## config.mk

```make
export PLATFORM = sky130hd
export DESIGN_NAME = err_signal_ctrl
export DESIGN_NICKNAME = d
export VERILOG_FILES = /design/src/rtl/err_sig_pkg.sv /design/src/rtl/err_sig_classify.sv /design/src/rtl/err_sig_gate.sv /design/src/rtl/err_signal_ctrl.sv
export SDC_FILE = /design/constraint.sdc
export NUM_CORES = 1
export LEC_CHECK = 0
export CELL_PAD_IN_SITES_DETAIL_PLACEMENT = 1
export CELL_PAD_IN_SITES_GLOBAL_PLACEMENT = 1
export CORE_AREA = 2 2 118 120
export DETAILED_ROUTE_END_ITERATION = 16
export DIE_AREA = 0 0 120 122
export GPL_TIMING_DRIVEN = 0
export PLACE_DENSITY_LB_ADDON = 0.1
export RECOVER_POWER = 50
export SETUP_SLACK_MARGIN = 0.05
export SLEW_MARGIN = 20
export SYNTH_ARGS = -nofsm -noshare
export SYNTH_HDL_FRONTEND = slang
export SYNTH_SLANG_ARGS = --single-unit
```

## constraint.sdc

```tcl
create_clock -name clk -period 5.1 [get_ports clk]
set_input_delay 1.53 -clock clk [delete_from_list [all_inputs] [get_ports clk]]
set_output_delay 1.53 -clock clk [all_outputs]
set_load 0.1 [all_outputs]
```

## src/rtl/err_sig_pkg.sv

```systemverilog
`timescale 1ns/1ps
package err_sig_pkg;
  localparam int STW = 32;
  localparam int DFW = 4;

  localparam logic [STW-1:0] COR_SUPPORTED     = 32'h0000_F1C1;
  localparam logic [STW-1:0] UNC_SUPPORTED     = 32'h03FF_D010;
  localparam logic [STW-1:0] UNC_FATAL_DEFAULT = 32'h0046_0010;

  localparam int UR_BIT    = 20;
  localparam int ADV_BIT   = 13;
  localparam int HLOVF_BIT = 15;

  localparam int DF_COR   = 0;
  localparam int DF_NF    = 1;
  localparam int DF_FATAL = 2;
  localparam int DF_UR    = 3;

  typedef enum logic [1:0] {
    SEV_NONE     = 2'd0,
    SEV_COR      = 2'd1,
    SEV_NONFATAL = 2'd2,
    SEV_FATAL    = 2'd3
  } sev_e;

  typedef enum logic [1:0] {
    PATH_COR = 2'd0,
    PATH_ADV = 2'd1,
    PATH_UNC = 2'd2
  } path_e;

  function automatic logic single_bit(input logic [STW-1:0] v);
    return (v != '0) && ((v & (v - STW'(1))) == '0);
  endfunction

  function automatic logic [STW-1:0] bit_at(input int pos);
    return STW'(1) << pos;
  endfunction
endpackage

```

## src/rtl/err_sig_classify.sv

```systemverilog
`timescale 1ns/1ps
module err_sig_classify
  import err_sig_pkg::*;
#(
  parameter bit USE_SEV_REG = 1'b1
) (
  input  logic [STW-1:0] status,
  input  logic           is_cor,
  input  logic           maybe_adv,
  input  logic [STW-1:0] sev_reg,
  output logic           ok,
  output logic [STW-1:0] bitv,
  output path_e          path,
  output logic           fatal,
  output logic           ur
);
  logic [STW-1:0] sev_src;

  generate
    if (USE_SEV_REG) begin : g_sev_reg
      assign sev_src = sev_reg;
    end else begin : g_sev_fixed
      assign sev_src = UNC_FATAL_DEFAULT;
    end
  endgenerate

  always_comb begin
    bitv  = status & (is_cor ? COR_SUPPORTED : UNC_SUPPORTED);
    ok    = single_bit(bitv);
    fatal = !is_cor && ((bitv & sev_src) != '0);
    ur    = !is_cor && bitv[UR_BIT];
    if (is_cor)                 path = PATH_COR;
    else if (!fatal && maybe_adv) path = PATH_ADV;
    else                        path = PATH_UNC;
  end
endmodule

```

## src/rtl/err_sig_gate.sv

```systemverilog
`timescale 1ns/1ps
module err_sig_gate
  import err_sig_pkg::*;
(
  input  path_e          path,
  input  logic [STW-1:0] bitv,
  input  logic           fatal,
  input  logic           ur,
  input  logic [STW-1:0] cor_mask,
  input  logic [STW-1:0] unc_mask,
  input  logic           cor_en,
  input  logic           nf_en,
  input  logic           fatal_en,
  input  logic           ur_en,
  input  logic           serr_en,
  output logic [STW-1:0] cor_set,
  output logic [STW-1:0] unc_set,
  output logic [DFW-1:0] df_set,
  output logic           log_fire,
  output logic           msg_fire,
  output sev_e           msg_code
);
  logic [STW-1:0] cor_bit;
  logic           unc_masked;

  always_comb begin
    cor_bit    = (path == PATH_ADV) ? bit_at(ADV_BIT) : bitv;
    unc_masked = (unc_mask & bitv) != '0;
    cor_set    = '0;
    unc_set    = '0;
    df_set     = '0;
    log_fire   = 1'b0;
    msg_fire   = 1'b0;
    msg_code   = SEV_NONE;
    df_set[DF_UR] = ur;
    case (path)
      PATH_COR, PATH_ADV: begin
        df_set[DF_COR] = 1'b1;
        cor_set        = cor_bit;
        if ((cor_mask & cor_bit) == '0) begin
          if (path == PATH_ADV) begin
            unc_set  = bitv;
            log_fire = !unc_masked;
          end
          if (cor_en && !(ur && !ur_en)) begin
            msg_fire = 1'b1;
            msg_code = SEV_COR;
          end
        end
      end
      PATH_UNC: begin
        if (fatal) df_set[DF_FATAL] = 1'b1;
        else       df_set[DF_NF]    = 1'b1;
        unc_set = bitv;
        if (!unc_masked) begin
          log_fire = 1'b1;
          if (!(ur && !ur_en && !serr_en)) begin
            if (fatal && (serr_en || fatal_en)) begin
              msg_fire = 1'b1;
              msg_code = SEV_FATAL;
            end else if (!fatal && (serr_en || nf_en)) begin
              msg_fire = 1'b1;
              msg_code = SEV_NONFATAL;
            end
          end
        end
      end
      default: ;
    endcase
  end
endmodule

```

## src/rtl/err_signal_ctrl.sv

```systemverilog
`timescale 1ns/1ps
module err_signal_ctrl
  import err_sig_pkg::*;
#(
  parameter bit USE_SEV_REG = 1'b1
) (
  input  logic                    clk,
  input  logic                    rst_n,
  input  logic                    evt_valid,
  input  logic [31:0]             evt_status,
  input  logic                    evt_is_cor,
  input  logic                    evt_maybe_adv,
  input  logic [31:0]             cfg_unc_mask,
  input  logic [31:0]             cfg_unc_sev,
  input  logic [31:0]             cfg_cor_mask,
  input  logic                    cfg_cor_rep_en,
  input  logic                    cfg_nf_rep_en,
  input  logic                    cfg_fatal_rep_en,
  input  logic                    cfg_ur_rep_en,
  input  logic                    cfg_serr_en,
  input  logic                    log_ovf,
  output logic                    busy,
  output logic [31:0]             cor_status,
  output logic [31:0]             unc_status,
  output logic [3:0]              det_flags,
  output logic                    msg_valid,
  output logic [1:0]              msg_sev,
  output logic                    log_req,
  output logic [31:0]             log_status
);
  // follow-up overflow pending; takes the event slot for one cycle
  logic           ovf_pend;

  // selected event source
  logic           src_valid;
  logic [STW-1:0] src_status;
  logic           src_cor;
  logic           src_adv;

  // classifier results
  logic           cls_ok;
  logic [STW-1:0] cls_bit;
  path_e          cls_path;
  logic           cls_fatal;
  logic           cls_ur;

  // gate results
  logic [STW-1:0] g_cor_set;
  logic [STW-1:0] g_unc_set;
  logic [DFW-1:0] g_df_set;
  logic           g_log;
  logic           g_msg;
  sev_e           g_code;

  // named internal event: an error that updates state this cycle
  logic           evt_ok;

  assign src_valid  = ovf_pend || evt_valid;
  assign src_status = ovf_pend ? bit_at(HLOVF_BIT) : evt_status;
  assign src_cor    = ovf_pend || evt_is_cor;
  assign src_adv    = !ovf_pend && evt_maybe_adv;

  err_sig_classify #(.USE_SEV_REG(USE_SEV_REG)) u_cls (
    .status    (src_status),
    .is_cor    (src_cor),
    .maybe_adv (src_adv),
    .sev_reg   (cfg_unc_sev),
    .ok        (cls_ok),
    .bitv      (cls_bit),
    .path      (cls_path),
    .fatal     (cls_fatal),
    .ur        (cls_ur)
  );

  err_sig_gate u_gate (
    .path      (cls_path),
    .bitv      (cls_bit),
    .fatal     (cls_fatal),
    .ur        (cls_ur),
    .cor_mask  (cfg_cor_mask),
    .unc_mask  (cfg_unc_mask),
    .cor_en    (cfg_cor_rep_en),
    .nf_en     (cfg_nf_rep_en),
    .fatal_en  (cfg_fatal_rep_en),
    .ur_en     (cfg_ur_rep_en),
    .serr_en   (cfg_serr_en),
    .cor_set   (g_cor_set),
    .unc_set   (g_unc_set),
    .df_set    (g_df_set),
    .log_fire  (g_log),
    .msg_fire  (g_msg),
    .msg_code  (g_code)
  );

  assign evt_ok = src_valid && cls_ok;

  sev_e sev_q;

  always_ff @(posedge clk) begin
    if (!rst_n) begin
      ovf_pend   <= 1'b0;
      cor_status <= '0;
      unc_status <= '0;
      det_flags  <= '0;
      msg_valid  <= 1'b0;
      sev_q      <= SEV_NONE;
      log_req    <= 1'b0;
      log_status <= '0;
    end else begin
      ovf_pend  <= log_req && log_ovf;
      msg_valid <= evt_ok && g_msg;
      sev_q     <= (evt_ok && g_msg) ? g_code : SEV_NONE;
      log_req   <= evt_ok && g_log;
      log_status <= (evt_ok && g_log) ? cls_bit : '0;
      if (evt_ok) begin
        cor_status <= cor_status | g_cor_set;
        unc_status <= unc_status | g_unc_set;
        det_flags  <= det_flags  | g_df_set;
      end
    end
  end

  assign msg_sev = sev_q;
  assign busy    = ovf_pend;
endmodule

```

==> qor.csv <==
stage,metric,value,unit
clock_tree,CTS Root Cell,clkbuf_16,
yosys,number of enable flip-flop cells after synthesis,0,
clock_tree,Max Root-Sink Buffers,2,
setup_path,"Slowest-stage cell, CP",clkdlybuf4s50_1,
yosys,post-synth cell types,59,
grt,initial antenna violation count,0,
floorplan,# IOs,244,
floorplan,row cnt,43,
cells_and_area,fillers,1591,
clock_tree,post-CTS setup buffer count,0,
setup_path,Worst R2R Start,busy,
yosys,"area leader, netlist",dfxtp_1,
grt,GR Util All Layers,0.171,
clock_tree,Clock Sinks,66,
yosys,post-synthesis async set-or-reset flop share,0,
place,post-placement cell count,729,
setup_path,crit path cell chain,"clkdlybuf4s50_1, or2_2, a222oi_1, nor3b_1, and2_1, buf_2, o211ai_1, a21oi_1, buf_4, buf_4, nor3_1",
detailed_routing,final wirelength,12.6,mm
yosys,register area share after synthesis,0.390,
setup_path,Buf/Inv on CP,4,
cells_and_area,final std cells w/o fill,745,
job,max_cap viols,0,
clock_tree,# hold bufs at CTS,0,
power_and_ir_drop,power density cells,278,mW/mm²
clock_tree,CTS H-tree lvls,3,
sta,Final Hold Fails,0,
setup_path,Critical Path AT,4.63,ns
cells_and_area,Ant. Diodes,0,
sta,Final period util,0.866,
hold_path,hold path startpoint,cor_status[4],
setup_path,critical path class,in2reg,
grt,first-pass GRT wire length,19.1,mm
setup_path,Worst path max stage delay,0.63,ns
grt,largest net degree at the start of global routing,13,
sta,RSZ-0062 raised after global routing,no,
yosys,Syn Area/Cell,9.28,µm²
grt,vias in the first global route,3506,
floorplan,Die X,120,µm
yosys,top-area cell type share of the netlist area,0.390,
place,RePlAce Congestion,0.850,
setup_path,"CP delay by family, top",buffers and inverters,
cells_and_area,Nets,699,
clock_tree,TritonCTS clock tree,done,
yosys,Syn Std Cell Area,0.00339,mm²
sta,min Tclk post-route,4.42,ns
detailed_routing,1st-iter DRT viols,170,
floorplan,Initial Util,0.251,
clock_tree,post-cts resize count,0,
setup_path,CP Launch Point,evt_status[15],
setup_path,CP startpoint kind,input port,
detailed_routing,Pre-antenna DRT Iters,5,
place,Detail Placement HPWL,10.1,mm
detailed_routing,post-DR wirelength/cell,16.9,µm
sta,Slew HR,0.327,
detailed_routing,vias per cell,4.54,
power_and_ir_drop,Pleak,2.32,nW
detailed_routing,DRC,0,
floorplan,die footprint,0.0146,mm²
cells_and_area,P&R area growth vs syn,62.8,%
sta,setup TNS,0,ns
detailed_routing,Antenna Violating Nets Remaining,0,
setup_path,CP endpoint kind,flip-flop,
setup_path,required time of the worst setup path,5.31,ns
power_and_ir_drop,Worst VDD drop,0.144,mV
setup_path,CP dominant cell by count,buf_4,
clock_tree,CTS Buf Count,9,
clock_tree,clock slew at the register clock pins of the worst setup and hold paths,0.06,ns
sta,worst-case clock skew,0.00454,ns
floorplan,DIE HEIGHT,122,µm
clock_tree,Skew-Pair Late Insertion Delay,0.33,ns
place,port bufs,141,
sta,max frequency,0.226,GHz
yosys,ys flop type,dfxtp_1,
sta,setup ws final,0.683,ns
grt,GRT Residual Overflow,0,
sta,Slew Limit Fails,0,
cells_and_area,share of cells above drive strength 1,0.184,
yosys,synth top area cells,"dfxtp_1 39%, buf_4 9.5%, o31ai_2 4.8%",
yosys,Ys Warns,0,
floorplan,CORE AREA,0.0135,mm²
place,pre-CTS setup slack,0.343,ns
setup_path,CP Max Fanout,10,
hold_path,Hold Crit Class,reg2reg,
sta,Worst-Margin Slew,1.01,ns
yosys,cells after synthesis,365,
yosys,Yosys reg bits,66,
sta,setup violators final,0,
detailed_routing,via count,3381,
run_status,outcome,completed,
==> placed cells by master (no fill, tap or decap), drive strengths merged, types with 5 or more instances in the layout <==
| cell type | n |
|---|---|
| clkdlybuf4s50 | 95 |
| dfxtp | 66 |
| buf | 54 |
| dlygate4sd3 | 46 |
| conb | 44 |
| nand2 | 41 |
| nor2 | 19 |
| clkbuf | 18 |
| and2 | 17 |
| o31ai | 16 |
| nor3 | 15 |
| a22oi | 12 |
| a21oi | 10 |
| nand3 | 9 |
| o21ai | 8 |
| nor4 | 7 |
| a222oi | 6 |
| o21a | 6 |
| and3 | 6 |
| nor2b | 5 |
| or2 | 5 |
==> path summary, 6_finish.rpt <==
path | endpoint | slack, ns | cells after the start
hold / removal | cor_status[4] | 0.45 | 1
hold reg to reg | cor_status[4] | 0.45 | 1
setup / recovery | log_status[24] | 0.68 | 11
setup reg to reg | log_status[17] | 1.84 | 9
==> cell type report <==
type | instances | area (µm²) | area share
multi-input cells | 277 | 1780 | 0.324
repair buffers | 141 | 1410 | 0.256
flip-flops and latches | 66 | 1320 | 0.240
plain buffers | 62 | 432 | 0.0783
clock buffers | 10 | 239 | 0.0433
well taps | 180 | 225 | 0.0408
clock inverters | 6 | 90.1 | 0.0163
inverters | 3 | 11.3 | 0.00204
==> cell families after synthesis <==
group                  share of synthesized area
multiplexers                             0.00591
flip-flops                                 0.390
AO/OA/AOI/OAI                              0.230
buffers and inverters                      0.131
AND/OR/NAND/NOR                            0.242
other                                    0.00111
==> per-layer routing <==
metal / routed length (µm) / vias up / track usage
met2: 6150 / 121 / 0.287
met5: 0 / - / 0
met3: 744 / 9 / 0.0393
met1: 5580 / 1602 / 0.218
met4: 130 / 0 / 0.0529
li1: - / 1649 / -
==> synthesized netlist by cell type (all sizes together) (4+ instances only) <==
cell type / n
o21ai: 8
buf: 54
or2: 5
a21oi: 10
nand2: 41
a222oi: 6
o31ai: 16
clkbuf: 8
dfxtp: 66
nor3b: 4
and3: 6
nor2: 19
and2: 17
nor2b: 5
nor3: 15
o211ai: 4
nand2b: 4
nor4: 7
a22oi: 12
nand3: 9
o21a: 6
nand4: 4
a21o: 4
==> power breakdown <==
part / leakage (nW) / switching (mW) / internal, mW
registers: 0.533 / 0.000553 / 0.518
logic: 1.62 / 0.239 / 0.109
clock network: 0.159 / 0.227 / 0.441
==> through the flow <==
step | hold slack, ns | power [mW] | util | instance area (µm²)
after floorplan | 0.880 | 0.771 | - | 3550
after global placement | 0.443 | 0.875 | 0.384 | 5180
after detailed placement | 0.443 | 0.876 | 0.384 | 5180
after CTS | 0.461 | 1.55 | 0.408 | 5510
after global routing | 0.474 | 1.59 | 0.408 | 5510
final | 0.448 | 1.53 | 0.408 | 5510
==> sequential cells by signal (all words and copies together), names as in the netlist <==
signal,cells
msg_sev,2
busy,1
msg_valid,1
cor_status,19
det_flags,4
unc_status,19
log_status,19
log_req,1
Note: power is estimated with default switching activity, not from simulation.
